**config.mk**
```make
export PLATFORM = sky130hd
export DESIGN_NAME = burst_addr_gen
export DESIGN_NICKNAME = d
export VERILOG_FILES = /design/src/rtl/burst_pkg.sv /design/src/rtl/burst_ctrl.sv /design/src/rtl/burst_dp.sv /design/src/rtl/burst_addr_gen.sv
export SDC_FILE = /design/constraint.sdc
export NUM_CORES = 1
export LEC_CHECK = 0
export ABC_AREA = 0
export ABC_CLOCK_PERIOD_IN_PS = 2700
export BUFFER_PORTS_ARGS = -buffer_cell sky130_fd_sc_hd__clkbuf_2
export CAP_MARGIN = 25
export CELL_PAD_IN_SITES_DETAIL_PLACEMENT = 0
export CELL_PAD_IN_SITES_GLOBAL_PLACEMENT = 1
export CORE_MARGIN = 2
export CORE_UTILIZATION = 35
export DETAILED_ROUTE_END_ITERATION = 6
export PLACE_DENSITY_LB_ADDON = 0.3
export SYNTH_ARGS = -nofsm -noshare
export SYNTH_HDL_FRONTEND = slang
export SYNTH_SLANG_ARGS = --single-unit
export TNS_END_PERCENT = 1
```
**constraint.sdc**
```tcl
create_clock -name clk -period 2.7 [get_ports clk]
set_input_delay 0.54 -clock clk [delete_from_list [all_inputs] [get_ports clk]]
set_output_delay 0.54 -clock clk [all_outputs]
set_load 0.05 [all_outputs]
```
**src/rtl/burst_pkg.sv**
```systemverilog
package burst_pkg;
  localparam int BEAT_W = 2;

  typedef struct packed {
    logic load;   // capture external address, clear beat count
    logic step;   // move to next beat
  } ctlStrobes_t;
endpackage

```
**src/rtl/burst_ctrl.sv**
```systemverilog
module burst_ctrl
  import burst_pkg::*;
(
  input  logic        clk,
  input  logic        rst_n,
  input  logic        procStrobe,
  input  logic        ctrlStrobe,
  input  logic        chipSel,
  input  logic        advance,
  output ctlStrobes_t strobes
);
  logic procLoad;

  always_comb begin
    procLoad      = procStrobe & chipSel;
    strobes.load  = procLoad | ctrlStrobe;
    strobes.step  = advance & ~strobes.load;
  end

  AST_LOAD_WINS: assert property (@(posedge clk) disable iff (!rst_n)
    $onehot0({strobes.load, strobes.step}));

  AST_PROC_GATED: assert property (@(posedge clk) disable iff (!rst_n)
    (procStrobe && !chipSel && !ctrlStrobe) |-> !strobes.load);

  AST_CTRL_UNGATED: assert property (@(posedge clk) disable iff (!rst_n)
    ctrlStrobe |-> strobes.load);
endmodule

```
**src/rtl/burst_dp.sv**
```systemverilog
module burst_dp
  import burst_pkg::*;
#(
  parameter int ADDR_W = 18
) (
  input  logic              clk,
  input  logic              rst_n,
  input  ctlStrobes_t       strobes,
  input  logic              orderSel,
  input  logic [ADDR_W-1:0] extAddr,
  output logic [ADDR_W-1:0] curAddr
);
  localparam int UPPER_W = ADDR_W - BEAT_W;

  logic [ADDR_W-1:0] baseAddr;
  logic [BEAT_W-1:0] beatCnt;
  logic [BEAT_W-1:0] lowBits;

  always_ff @(posedge clk) begin
    if (!rst_n) begin
      baseAddr <= '0;
      beatCnt  <= '0;
    end else if (strobes.load) begin
      baseAddr <= extAddr;
      beatCnt  <= '0;
    end else if (strobes.step) begin
      beatCnt  <= beatCnt + 1'b1;
    end
  end

  always_comb begin
    if (orderSel) lowBits = baseAddr[BEAT_W-1:0] ^ beatCnt;
    else          lowBits = baseAddr[BEAT_W-1:0] + beatCnt;
    curAddr = {baseAddr[ADDR_W-1:BEAT_W], lowBits};
  end

  AST_LOAD_CAPTURE: assert property (@(posedge clk) disable iff (!rst_n)
    strobes.load |=> (baseAddr == $past(extAddr) && beatCnt == '0));

  AST_STEP_INC: assert property (@(posedge clk) disable iff (!rst_n)
    strobes.step |=> beatCnt == BEAT_W'($past(beatCnt) + 1'b1));

  AST_UPPER_FIXED: assert property (@(posedge clk) disable iff (!rst_n)
    strobes.step |=> $stable(curAddr[ADDR_W-1:BEAT_W]));

  AST_HOLD_STATE: assert property (@(posedge clk) disable iff (!rst_n)
    (!strobes.load && !strobes.step) |=> ($stable(baseAddr) && $stable(beatCnt)));

  AST_UPPER_WIDTH: assert property (@(posedge clk)
    UPPER_W > 0); // structural sanity for R7
endmodule

```
**src/rtl/burst_addr_gen.sv**
```systemverilog
module burst_addr_gen
  import burst_pkg::*;
#(
  parameter int ADDR_W = 18
) (
  input  logic              clk,
  input  logic              rst_n,
  input  logic              procStrobe,
  input  logic              ctrlStrobe,
  input  logic              chipSel,
  input  logic              advance,
  input  logic              orderSel,
  input  logic [ADDR_W-1:0] extAddr,
  output logic [ADDR_W-1:0] curAddr
);
  ctlStrobes_t strobes;

  burst_ctrl u_ctrl (
    .clk        (clk),
    .rst_n      (rst_n),
    .procStrobe (procStrobe),
    .ctrlStrobe (ctrlStrobe),
    .chipSel    (chipSel),
    .advance    (advance),
    .strobes    (strobes)
  );

  burst_dp #(.ADDR_W(ADDR_W)) u_dp (
    .clk      (clk),
    .rst_n    (rst_n),
    .strobes  (strobes),
    .orderSel (orderSel),
    .extAddr  (extAddr),
    .curAddr  (curAddr)
  );

  AST_RESET_ZERO: assert property (@(posedge clk)
    $past(!rst_n) |-> curAddr == '0);
endmodule

```
==> summary.txt, run 1 <==
Die
  – Site Rows: 19
  – I/O Pins: 43
  – Total core area: 2710 µm²
  – Die H: 57.1 µm
  – Total die area: ~3300 µm²
  – Die X: 57.1 µm
  – Initial Util: between 30% and 40%

Power and ir drop
  – Worst-case vdd ir drop: between 0.0002 and 0.00025 V
  – P per Cell Area: a little under 600 nW/µm²
  – Leak pwr: ~0.55 nW

Synthesis
  – Register area share after synthesis: 40.6%
  – Post-synth EDFFs: 0
  – Cell taking the most area after synthesis: dfxtp_1
  – Synth Net Count: ~130
  – Seq cells post-synth: 20
  – Top-count cell post-synth: nand2_1
  – FFs w/ async S/R, synth: 0%
  – Mapped Cells: approximately 110
  – Main synth FF type: dfxtp_1
  – Mapped Area: roughly 990 µm²
  – Library cells used by synthesis: 17
  – Yosys warning count: 0
  – Yosys top cell area share: 40.6%
  – Syn Area/Cell: 9.13 µm²
  – Synth top area cells: dfxtp_1, mux2i_1, nand2_1
  – Top cells by count, synth: nand2_1, dfxtp_1, mux2i_1

Critical path
  – Setup crit start kind: register
  – Worst path required time: 2.16 ns
  – Critical path class: register to output pin
  – CP max FO: 4
  – Crit end category: output pin
  – Crit path DAT: about 1.5 ns

Layout
  – Final Cell Area: approximately 1100 µm²
  – Number of diodes: 0
  – Layout cells sized above 1: a little under two fifths
  – Final Instance Count excl. Fillers: about 160
  – Nets: 160
  – Area delta synth->final: 12.1%

Clock tree
  – CTS tree: done
  – Clock Tree Root: clkbuf_4
  – Post-cts hold buffer count: 0
  – Clk sink count: 20
  – Setup Buffers After CTS: 0
  – Max clock buf depth: 2
  – CTS clk-pin slew, worst paths: 0.12 ns
  – Num CTS Buffers: 3
  – CTS H-tree depth: 1
  – Cts repair resizes: 0
  – Clk_lat worst skew: 0.29 ns

Global route
  – First-pass GRT wire length: approximately 3000 µm
  – GRT overflow: 0
  – Initial antenna violation count: 0
  – Vias in the first global route: between 700 and 800
  – Largest net degree at the start of global routing: 38
  – Total GRT Usage: 11.6%

Routing
  – DRT Pass-1 Iters: 3
  – DRC Markers: 0
  – DR vias: 729
  – Wirelength per Cell: between 10 and 15 µm
  – ANT nets after route: 0
  – Vias/cell: 4.45
  – Initial DRC Count: 15
  – DRT Wirelength: 1690 µm

Job
  – Max cap viols: 0

Placement
  – Place WS: 0.967 ns
  – Placed Cells: 160
  – Port bufs: 42
  – HPWL after DPL: about 1200 µm
  – Post-DP Area: ~1100 µm²
  – GP Congestion: ~0.63

STA
  – Worst slew pin tran: 0.679 ns
  – Setup TNS: 0 ns
  – Fin crit period: between 1.5 and 2 ns
  – F_max: 0.502 GHz
  – Final worst setup slack: 0.706 ns
  – Slew margin rel.: a little over half
  – Worst Skew: 0.000538 ns
  – Final hold violation count: 0
  – Fin. max-slew vios: 0
  – Crit share post-route: between 70% and 80%
  – Setup-failing EPs final: 0
  – RSZ-0062 raised after global routing: no

Hold path
  – Hold Crit Class: input pin to register

Run status
  – Status: finished, final reports clean
[registers in the layout (all words and copies together), names as in the netlist]
signal	cells
u_dp.beatCnt	2
u_dp.baseAddr	18
[cell usage in the layout (no fill, tap or decap)]
cell,n
nor2b_1,1
clkbuf_2,42
buf_4,1
a21bo_2,1
a211oi_1,1
ha_1,1
xnor2_1,3
a21o_2,1
nor3_1,1
clkbuf_8,1
dfxtp_1,20
a21oi_2,1
nand3b_1,1
inv_1,1
nand2_1,36
mux2i_1,18
clkbuf_4,3
[per-layer routing]
layer / global-route usage, % / wire length, µm
met1: 14.6 / 794
met2: 18.9 / 767
met3: 3.40 / 113
met4: 3.99 / 17
met5: 0 / 0
[path summary, 6_finish.rpt]
| path | startpoint | end | slack (ns) | cells after the start |
|---|---|---|---|---|
| min reg2reg | u_dp.baseAddr[15]$_SDFFE_PN0P_ | u_dp.baseAddr[15]$_SDFFE_PN0P_ | 0.47 | 2 |
| min | extAddr[5] | u_dp.baseAddr[5]$_SDFFE_PN0P_ | 0.45 | 3 |
| max reg2reg | u_dp.beatCnt[1]$_SDFFE_PP0P_ | u_dp.beatCnt[1]$_SDFFE_PP0P_ | 1.82 | 2 |
| max | u_dp.beatCnt[0]$_SDFFE_PP0P_ | curAddr[1] | 0.71 | 4 |
[power breakdown]
part	switching (W)	leakage, nW	total, W	internal, W
logic	0.000110	0.367	0.000157	0.0000478
registers	0.0000102	0.165	0.000325	0.000315
clock network	0.0000941	0.0210	0.000176	0.0000821
[logic make-up (layout without fill, tap and decap cells)]
family,Yosys count,in the layout,synth area share (%)
mux,18,18,18.3
buf+inv,23,48,18.0
fa+ha+maj,1,1,1.27
xor+xnor,3,3,2.67
simple gates,39,39,15.6
flops,20,20,40.6
compound gates,4,4,3.55
[worst max-delay path, stage by stage, from the launching register on]
cell      delay, ns
dfxtp_1        0.41
ha_1           0.16
nor2b_1        0.16
xnor2_1        0.13
clkbuf_2       0.29
[cell type report]
type | count | area [µm²]
fill | 296 | 1610
sequential | 20 | 400
timing repair buffer | 43 | 218
clock buffer | 4 | 36.3
tap | 31 | 38.8
multi-input combinational | 65 | 408
inverter | 1 | 3.75
[stage by stage]
step,hold WS (ns),utilization (%),power (W)
after floorplan,0.438,-,0.000478
after global placement,0.443,39.4,0.000488
after detailed placement,0.454,39.4,0.000491
after CTS,0.440,40.8,0.000670
after global routing,0.431,40.8,0.000694
final,0.450,40.8,0.000659
Note: power is estimated with default switching activity, not from simulation.
==> run 2, diff against run 1 <==
--- a/config.mk
+++ b/config.mk
@@ -6,13 +6,13 @@
 export NUM_CORES = 1
 export LEC_CHECK = 0
 export ABC_AREA = 0
-export ABC_CLOCK_PERIOD_IN_PS = 2700
+export ABC_CLOCK_PERIOD_IN_PS = 2000
 export BUFFER_PORTS_ARGS = -buffer_cell sky130_fd_sc_hd__clkbuf_2
 export CAP_MARGIN = 25
 export CELL_PAD_IN_SITES_DETAIL_PLACEMENT = 0
 export CELL_PAD_IN_SITES_GLOBAL_PLACEMENT = 1
 export CORE_MARGIN = 2
-export CORE_UTILIZATION = 35
+export CORE_UTILIZATION = 33
 export DETAILED_ROUTE_END_ITERATION = 6
 export PLACE_DENSITY_LB_ADDON = 0.3
 export SYNTH_ARGS = -nofsm -noshare
==> constraint.sdc (replaced) <==
create_clock -name clk -period 2 [get_ports clk]
set_input_delay 0.4 -clock clk [delete_from_list [all_inputs] [get_ports clk]]
set_output_delay 0.4 -clock clk [all_outputs]
set_load 0.05 [all_outputs]
==> run 2 against run 1 <==
- the run now ends with design-rule violations left
- non-clock buffer count unchanged
- clock-buffer cell count fell by 1
- sequential cell count is the same
- clock power about the same
- first-iteration DRC count shrank 13%
- worst setup slack worse by 0.50 ns
- die area is 5.6% higher
- register-to-register slack lost 0.69 ns
- clock skew about the same
- core utilization shrank 1.9 points
- critical path type unchanged
==> summary.txt, run 2 (synthesized netlist as in run 1, its figures left out) <==
Run status
  – Status: finished with violations
  – Failing checks: design-rule violations

Critical path
  – Critical Path Source: u_dp.beatCnt[0]$_SDFFE_PP0P_
  – Reg-to-Reg Start: u_dp.beatCnt[1]$_SDFFE_PP0P_
  – Crit end category: output pin
  – Setup crit start kind: register
  – CP max FO: 4
  – Critical path class: register to output pin
  – Worst path required time: 1.60 ns
  – Reg2reg setup slack: between 1 and 1.5 ns
  – Setup crit end: curAddr[1]
  – Crit path DAT: 1.39 ns
  – Worst R2R Path Depth: 2
  – Reg-to-reg endpoint: u_dp.beatCnt[1]$_SDFFE_PP0P_

Global route
  – Total GRT Usage: slightly above 10%
  – GRT overflow: 0
  – Initial antenna violation count: 0
  – Largest net degree at the start of global routing: 38
  – Vias in the first global route: 654
  – First-pass GRT wire length: roughly 2600 µm

Layout
  – Largest Register: u_dp.baseAddr
  – Most frequent cells in the layout: clkbuf_2, nand2_1, dfxtp_1
  – Max reg flops: 18
  – Commonest non-fill, non-tap cell in the layout: clkbuf_2
  – Util after Layout: between 30% and 40%
  – Layout cells sized above 1: between 30% and 40%
  – Fillers: around 310
  – Nets: between 150 and 200
  – Area delta synth->final: 10.7%
  – Biggest regs: u_dp.baseAddr x18, u_dp.beatCnt x2
  – Number of diodes: 0

Routing
  – ANT nets after route: 0
  – DRT Wirelength: between 1500 and 2000 µm
  – Vias/cell: between 4 and 5
  – DR vias: 715
  – Wirelength per Cell: between 9 and 10 µm
  – Initial DRC Count: 13
  – DRC Markers: 3
  – DRT Pass-1 Iters: 5

STA
  – Fin crit period: 1.79 ns
  – Setup TNS: 0 ns
  – Worst Skew: around 0.00015 ns
  – Setup-failing EPs final: 0
  – Crit share post-route: about nine tenths
  – Slew margin rel.: about 55%
  – Worst slew pin tran: ~0.67 ns
  – Final worst setup slack: ~0.21 ns
  – Final hold violation count: 0
  – F_max: roughly 0.56 GHz
  – RSZ-0062 raised after global routing: no
  – Fin. max-slew vios: 0

Die
  – Site Rows: 19
  – Total core area: between 2000 and 3000 µm²
  – Die H: around 59 µm
  – Die X: around 60 µm
  – Initial Util: 35.1%
  – Total die area: ~3400 µm²
  – I/O Pins: 43

Clock tree
  – Setup Buffers After CTS: 0
  – Post-cts hold buffer count: 0
  – Max clock buf depth: 2
  – Clk_lat worst skew: between 0.2 and 0.3 ns
  – Num CTS Buffers: 3
  – CTS clk-pin slew, worst paths: 0.10 ns
  – CTS tree: done
  – Clk sink count: 20
  – Cts repair resizes: 0
  – CTS H-tree depth: 1
  – Clock Tree Root: clkbuf_4

Placement
  – Place WS: around 0.51 ns
  – GP Congestion: around 0.65
  – Port bufs: 42
  – HPWL after DPL: between 1000 and 1500 µm

Job
  – Max cap viols: 0

Power and ir drop
  – Switch Pwr: about 0.00027 W
  – Sw frac: 32.3%
  – Internal Power: ~0.00056 W
  – PnR Total Power: between 0.0008 and 0.0009 W
  – Clk network pwr share: a little over a fifth
  – Seq pwr share: between 50% and 60%
  – Leak pwr: about 0.55 nW
  – Worst-case vdd ir drop: 0.000446 V
  – Gate power share: between 20% and 30%
  – P per Cell Area: around 760 nW/µm²

Hold path
  – Hold Crit Class: input pin to register
[run 2: cell types whose count changed in the layout (fill, tap and decap cells not counted), sizes merged]
cell,change
clkbuf,-1
[run 2: cell type report]
cell class | instances | area, µm² | area share, %
clock buffer | 3 | 22.5 | 2.06
timing repair buffer | 43 | 218 | 20.0
multi-input combinational | 65 | 408 | 37.4
sequential | 20 | 400 | 36.7
inverter | 1 | 3.75 | 0.344
tap | 31 | 38.8 | 3.56
[run 2: layer usage]
metal	GRT usage (%)	share of wire, %
met1	11.9	45
met2	17.0	47
met3	4.62	6.7
met4	1.95	1.0
met5	0	0
[run 2: worst min path at each step]
stage,start,cells past startpoint,slack [ns],to
after floorplan,u_dp.baseAddr[10]$_SDFFE_PN0P_,2,0.44,u_dp.baseAddr[10]$_SDFFE_PN0P_
after detailed placement,u_dp.baseAddr[17]$_SDFFE_PN0P_,2,0.45,u_dp.baseAddr[17]$_SDFFE_PN0P_
after global placement,u_dp.baseAddr[12]$_SDFFE_PN0P_,2,0.44,u_dp.baseAddr[12]$_SDFFE_PN0P_
after global routing,extAddr[15],3,0.31,u_dp.baseAddr[15]$_SDFFE_PN0P_
after CTS,extAddr[3],3,0.31,u_dp.baseAddr[3]$_SDFFE_PN0P_
final,extAddr[3],3,0.32,u_dp.baseAddr[3]$_SDFFE_PN0P_
[run 2: power by group through the flow]
stage / clock, W / combinational [W] / sequential (W)
CTS: 0.000188 / 0.000215 / 0.000439
floorplan: 0 / 0.000200 / 0.000445
detailed placement: 0 / 0.000215 / 0.000448
global placement: 0 / 0.000212 / 0.000447
finish: 0.000175 / 0.000212 / 0.000438
global route: 0.000207 / 0.000228 / 0.000443
[run 2: critical path, stage by stage (launching register included)]
cell and delay (ns):
dfxtp_1 0.40, ha_1 0.15, nor2b_1 0.14, xnor2_1 0.12, clkbuf_2 0.29
[run 2: per-stage QoR]
| step | cells | hold WS [ns] | instance area (µm²) |
|---|---|---|---|
| floorplan | 108 | 0.438 | 986 |
| global placement | 160 | 0.445 | 1070 |
| detailed placement | 160 | 0.454 | 1070 |
| CTS | 163 | 0.307 | 1090 |
| global route | 163 | 0.310 | 1090 |
| finish | 163 | 0.320 | 1090 |
==> run 3, diff against run 2 <==
--- a/config.mk
+++ b/config.mk
@@ -12,10 +12,11 @@
 export CELL_PAD_IN_SITES_DETAIL_PLACEMENT = 0
 export CELL_PAD_IN_SITES_GLOBAL_PLACEMENT = 1
 export CORE_MARGIN = 2
-export CORE_UTILIZATION = 33
+export CORE_UTILIZATION = 34
 export DETAILED_ROUTE_END_ITERATION = 6
 export PLACE_DENSITY_LB_ADDON = 0.3
 export SYNTH_ARGS = -nofsm -noshare
 export SYNTH_HDL_FRONTEND = slang
+export SYNTH_HIERARCHICAL = 1
 export SYNTH_SLANG_ARGS = --single-unit
 export TNS_END_PERCENT = 1
==> run 3 against run 2 <==
- the flow now finishes without violations
- maximum frequency down 2.0%
- area after synthesis decreased by 3.0%
- critical endpoint unchanged
- non-clock buffer count rose by 1
- critical path depth is the same
- combinational power decreased by 3%
- clock-buffer cell count unchanged
- sequential share of layout area shrank 0.82 points
- global-route usage down 0.52 points
==> summary.txt, run 3 <==
Run status
  – Status: finished, final reports clean

Synthesis
  – Top-count cell post-synth: dfxtp_1
  – Mapped Cells: about 90
  – Post-synthesis compound-gate area fraction: 2.75%
  – Top cells by count, synth: dfxtp_1, nor2b_1, mux2i_1
  – Syn Area/Cell: around 11 µm²
  – Cell taking the most area after synthesis: dfxtp_1
  – Synth Area in Simple Gates: 15.7%
  – Synth top area cells: dfxtp_1, mux2i_1, buf_4
  – Synth Net Count: between 100 and 150
  – Main synth FF type: dfxtp_1
  – Post-synthesis mux area share: between 10% and 20%
  – Post-Synth Adder-Cell Area: 1.31%
  – Library cells used by synthesis: 17
  – FFs w/ async S/R, synth: 0%
  – Yosys top cell area share: 41.9%
  – Largest family of logic cells by synthesized area: multiplexers
  – Seq cells post-synth: 20
  – Yosys warning count: 6
  – Post-synth EDFFs: 0
  – Register area share after synthesis: between 40% and 50%
  – XOR/XNOR share of the synthesized area: between 2 and 3%
  – Mapped Area: ~960 µm²

Clock tree
  – Clk sink count: 20
  – Num CTS Buffers: 3
  – Clock Tree Root: clkbuf_4
  – CTS tree: done
  – CTS clk-pin slew, worst paths: 0.11 ns
  – Setup Buffers After CTS: 0
  – CTS H-tree depth: 1
  – Cts repair resizes: 0
  – Max clock buf depth: 2
  – Post-cts hold buffer count: 0
  – Clk_lat worst skew: 0.29 ns

Placement
  – GP Congestion: about 0.65
  – Port bufs: 42
  – HPWL after DPL: 1130 µm

Power and ir drop
  – Clk network pwr share: ~34%
  – Seq pwr share: 45.0%
  – PnR Total Power: 0.000966 W
  – Switch Pwr: 0.000270 W
  – Sw frac: 27.9%
  – Leak pwr: ~0.59 nW
  – Gate power share: 21.2%
  – Worst-case vdd ir drop: between 0.0004 and 0.0005 V
  – Internal Power: 0.000697 W
  – P per Cell Area: just under 900 nW/µm²

Global route
  – Initial antenna violation count: 0
  – Total GRT Usage: 9.55%
  – First-pass GRT wire length: between 2000 and 2500 µm
  – Largest net degree at the start of global routing: 20
  – GRT overflow: 0
  – Vias in the first global route: 555

STA
  – Setup-failing EPs final: 0
  – Slew margin rel.: between 70% and 80%
  – Fin. max-slew vios: 0
  – Fin crit period: approximately 1.8 ns
  – Worst Skew: around 0.0033 ns
  – Setup TNS: 0 ns
  – RSZ-0062 raised after global routing: no
  – Worst slew pin tran: 0.321 ns
  – Final hold violation count: 0
  – Crit share post-route: approximately 91%
  – F_max: 0.547 GHz

Layout
  – Most frequent cells in the layout: clkbuf_2, dfxtp_1, nor2b_1
  – Number of diodes: 0
  – Nets: roughly 140
  – Commonest non-fill, non-tap cell in the layout: clkbuf_2
  – Area delta synth->final: 16.8%
  – Largest Register: u_dp/baseAddr
  – Util after Layout: between 40% and 50%
  – Layout cells sized above 1: ~44%
  – Biggest regs: u_dp/baseAddr x18, u_dp/beatCnt x2
  – Max reg flops: 18

Critical path
  – CP max FO: 4
  – Worst R2R Path Depth: 2
  – Critical path class: register to output pin
  – Reg2reg setup slack: around 1.2 ns
  – Setup crit start kind: register
  – Reg-to-Reg Start: u_dp/beatCnt[1]$_SDFFE_PP0P_
  – Worst path required time: around 1.6 ns
  – Reg-to-reg endpoint: u_dp/beatCnt[1]$_SDFFE_PP0P_
  – Crit path DAT: 1.43 ns
  – Crit end category: output pin

Routing
  – ANT nets after route: 0
  – Initial DRC Count: 5
  – Vias/cell: 4.03
  – DRT Wirelength: 1460 µm
  – Wirelength per Cell: just under 10 µm
  – DR vias: slightly below 600
  – DRC Markers: 0
  – DRT Pass-1 Iters: 4

Die
  – I/O Pins: 43
  – Site Rows: 19
  – Die H: 57.0 µm
  – Total die area: about 3300 µm²
  – Die X: 57.0 µm
  – Total core area: about 2700 µm²
  – Initial Util: around a third

Hold path
  – Hold path depth: 3
  – Hold endpoint: u_dp/baseAddr[4]$_SDFFE_PN0P_
  – Hold Crit Class: input pin to register
  – Hold wc startpoint: extAddr[4]

Job
  – Max cap viols: 0
==> run 3: worst max-delay path by stage <==
stage / startpoint / endpoint / slack (ns) / depth (start not counted)
3_3_place_gp: u_dp/beatCnt[0]$_SDFFE_PP0P_ / curAddr[1] / 0.52 / 4
3_5_place_dp: u_dp/beatCnt[0]$_SDFFE_PP0P_ / curAddr[1] / 0.50 / 4
4_1_cts: u_dp/beatCnt[0]$_SDFFE_PP0P_ / curAddr[1] / 0.15 / 4
2_1_floorplan: u_dp/beatCnt[0]$_SDFFE_PP0P_ / curAddr[1] / 0.16 / 3
6_report: u_dp/beatCnt[0]$_SDFFE_PP0P_ / curAddr[1] / 0.17 / 4
5_1_grt: u_dp/beatCnt[0]$_SDFFE_PP0P_ / curAddr[1] / 0.06 / 4
==> run 3: kinds of logic (layout without fill, tap and decap cells) <==
logic type,count (synthesis),count (layout)
AOI/OAI and AO/OA,3,3
xor gates and xnor gates,3,3
muxes,18,18
and+or+nand+nor,23,23
adders and majority gates,1,1
buffers and inverters,20,49
DFF,20,20
==> run 3: through the flow <==
stage          std cells  setup slack (ns)  hold slack (ns)  instance area, µm²
2_1_floorplan         88             0.164            0.484                 956
3_3_place_gp         144             0.525            0.498                1060
3_5_place_dp         144             0.499            0.507                1060
4_1_cts              148             0.148            0.337                1120
5_1_grt              148            0.0594            0.339                1120
6_report             148             0.171            0.353                1120
==> run 3: final cells by class <==
class	count	area [µm²]
Fill cell	287	1590
Sequential cell	20	400
Multi-Input combinational cell	48	395
Timing Repair Buffer	44	225
Tap cell	31	38.8
Clock inverter	1	30.0
Clock buffer	3	22.5
Inverter	1	3.75
==> run 3: power by group through the flow <==
stage	combinational (W)	clock (W)	sequential, W
6_report	0.000205	0.000326	0.000435
5_1_grt	0.000218	0.000361	0.000438
4_1_cts	0.000207	0.000345	0.000435
3_5_place_dp	0.000207	0	0.000444
3_3_place_gp	0.000205	0	0.000444
2_1_floorplan	0.000189	0	0.000442
==> run 3: critical path: stages, from the launching register on <==
cell and delay, ns:
dfxtp_1 0.40, ha_1 0.16, nor2b_1 0.15, xnor2_1 0.13, clkbuf_2 0.29
==> run 3: metal layers <==
metal	up-vias	GRT usage [%]	wire length (µm)
li1	326	-	-
met1	239	13.1	730
met2	29	12.5	569
met3	2	4.31	149
met4	0	4.98	10
met5	-	0	0
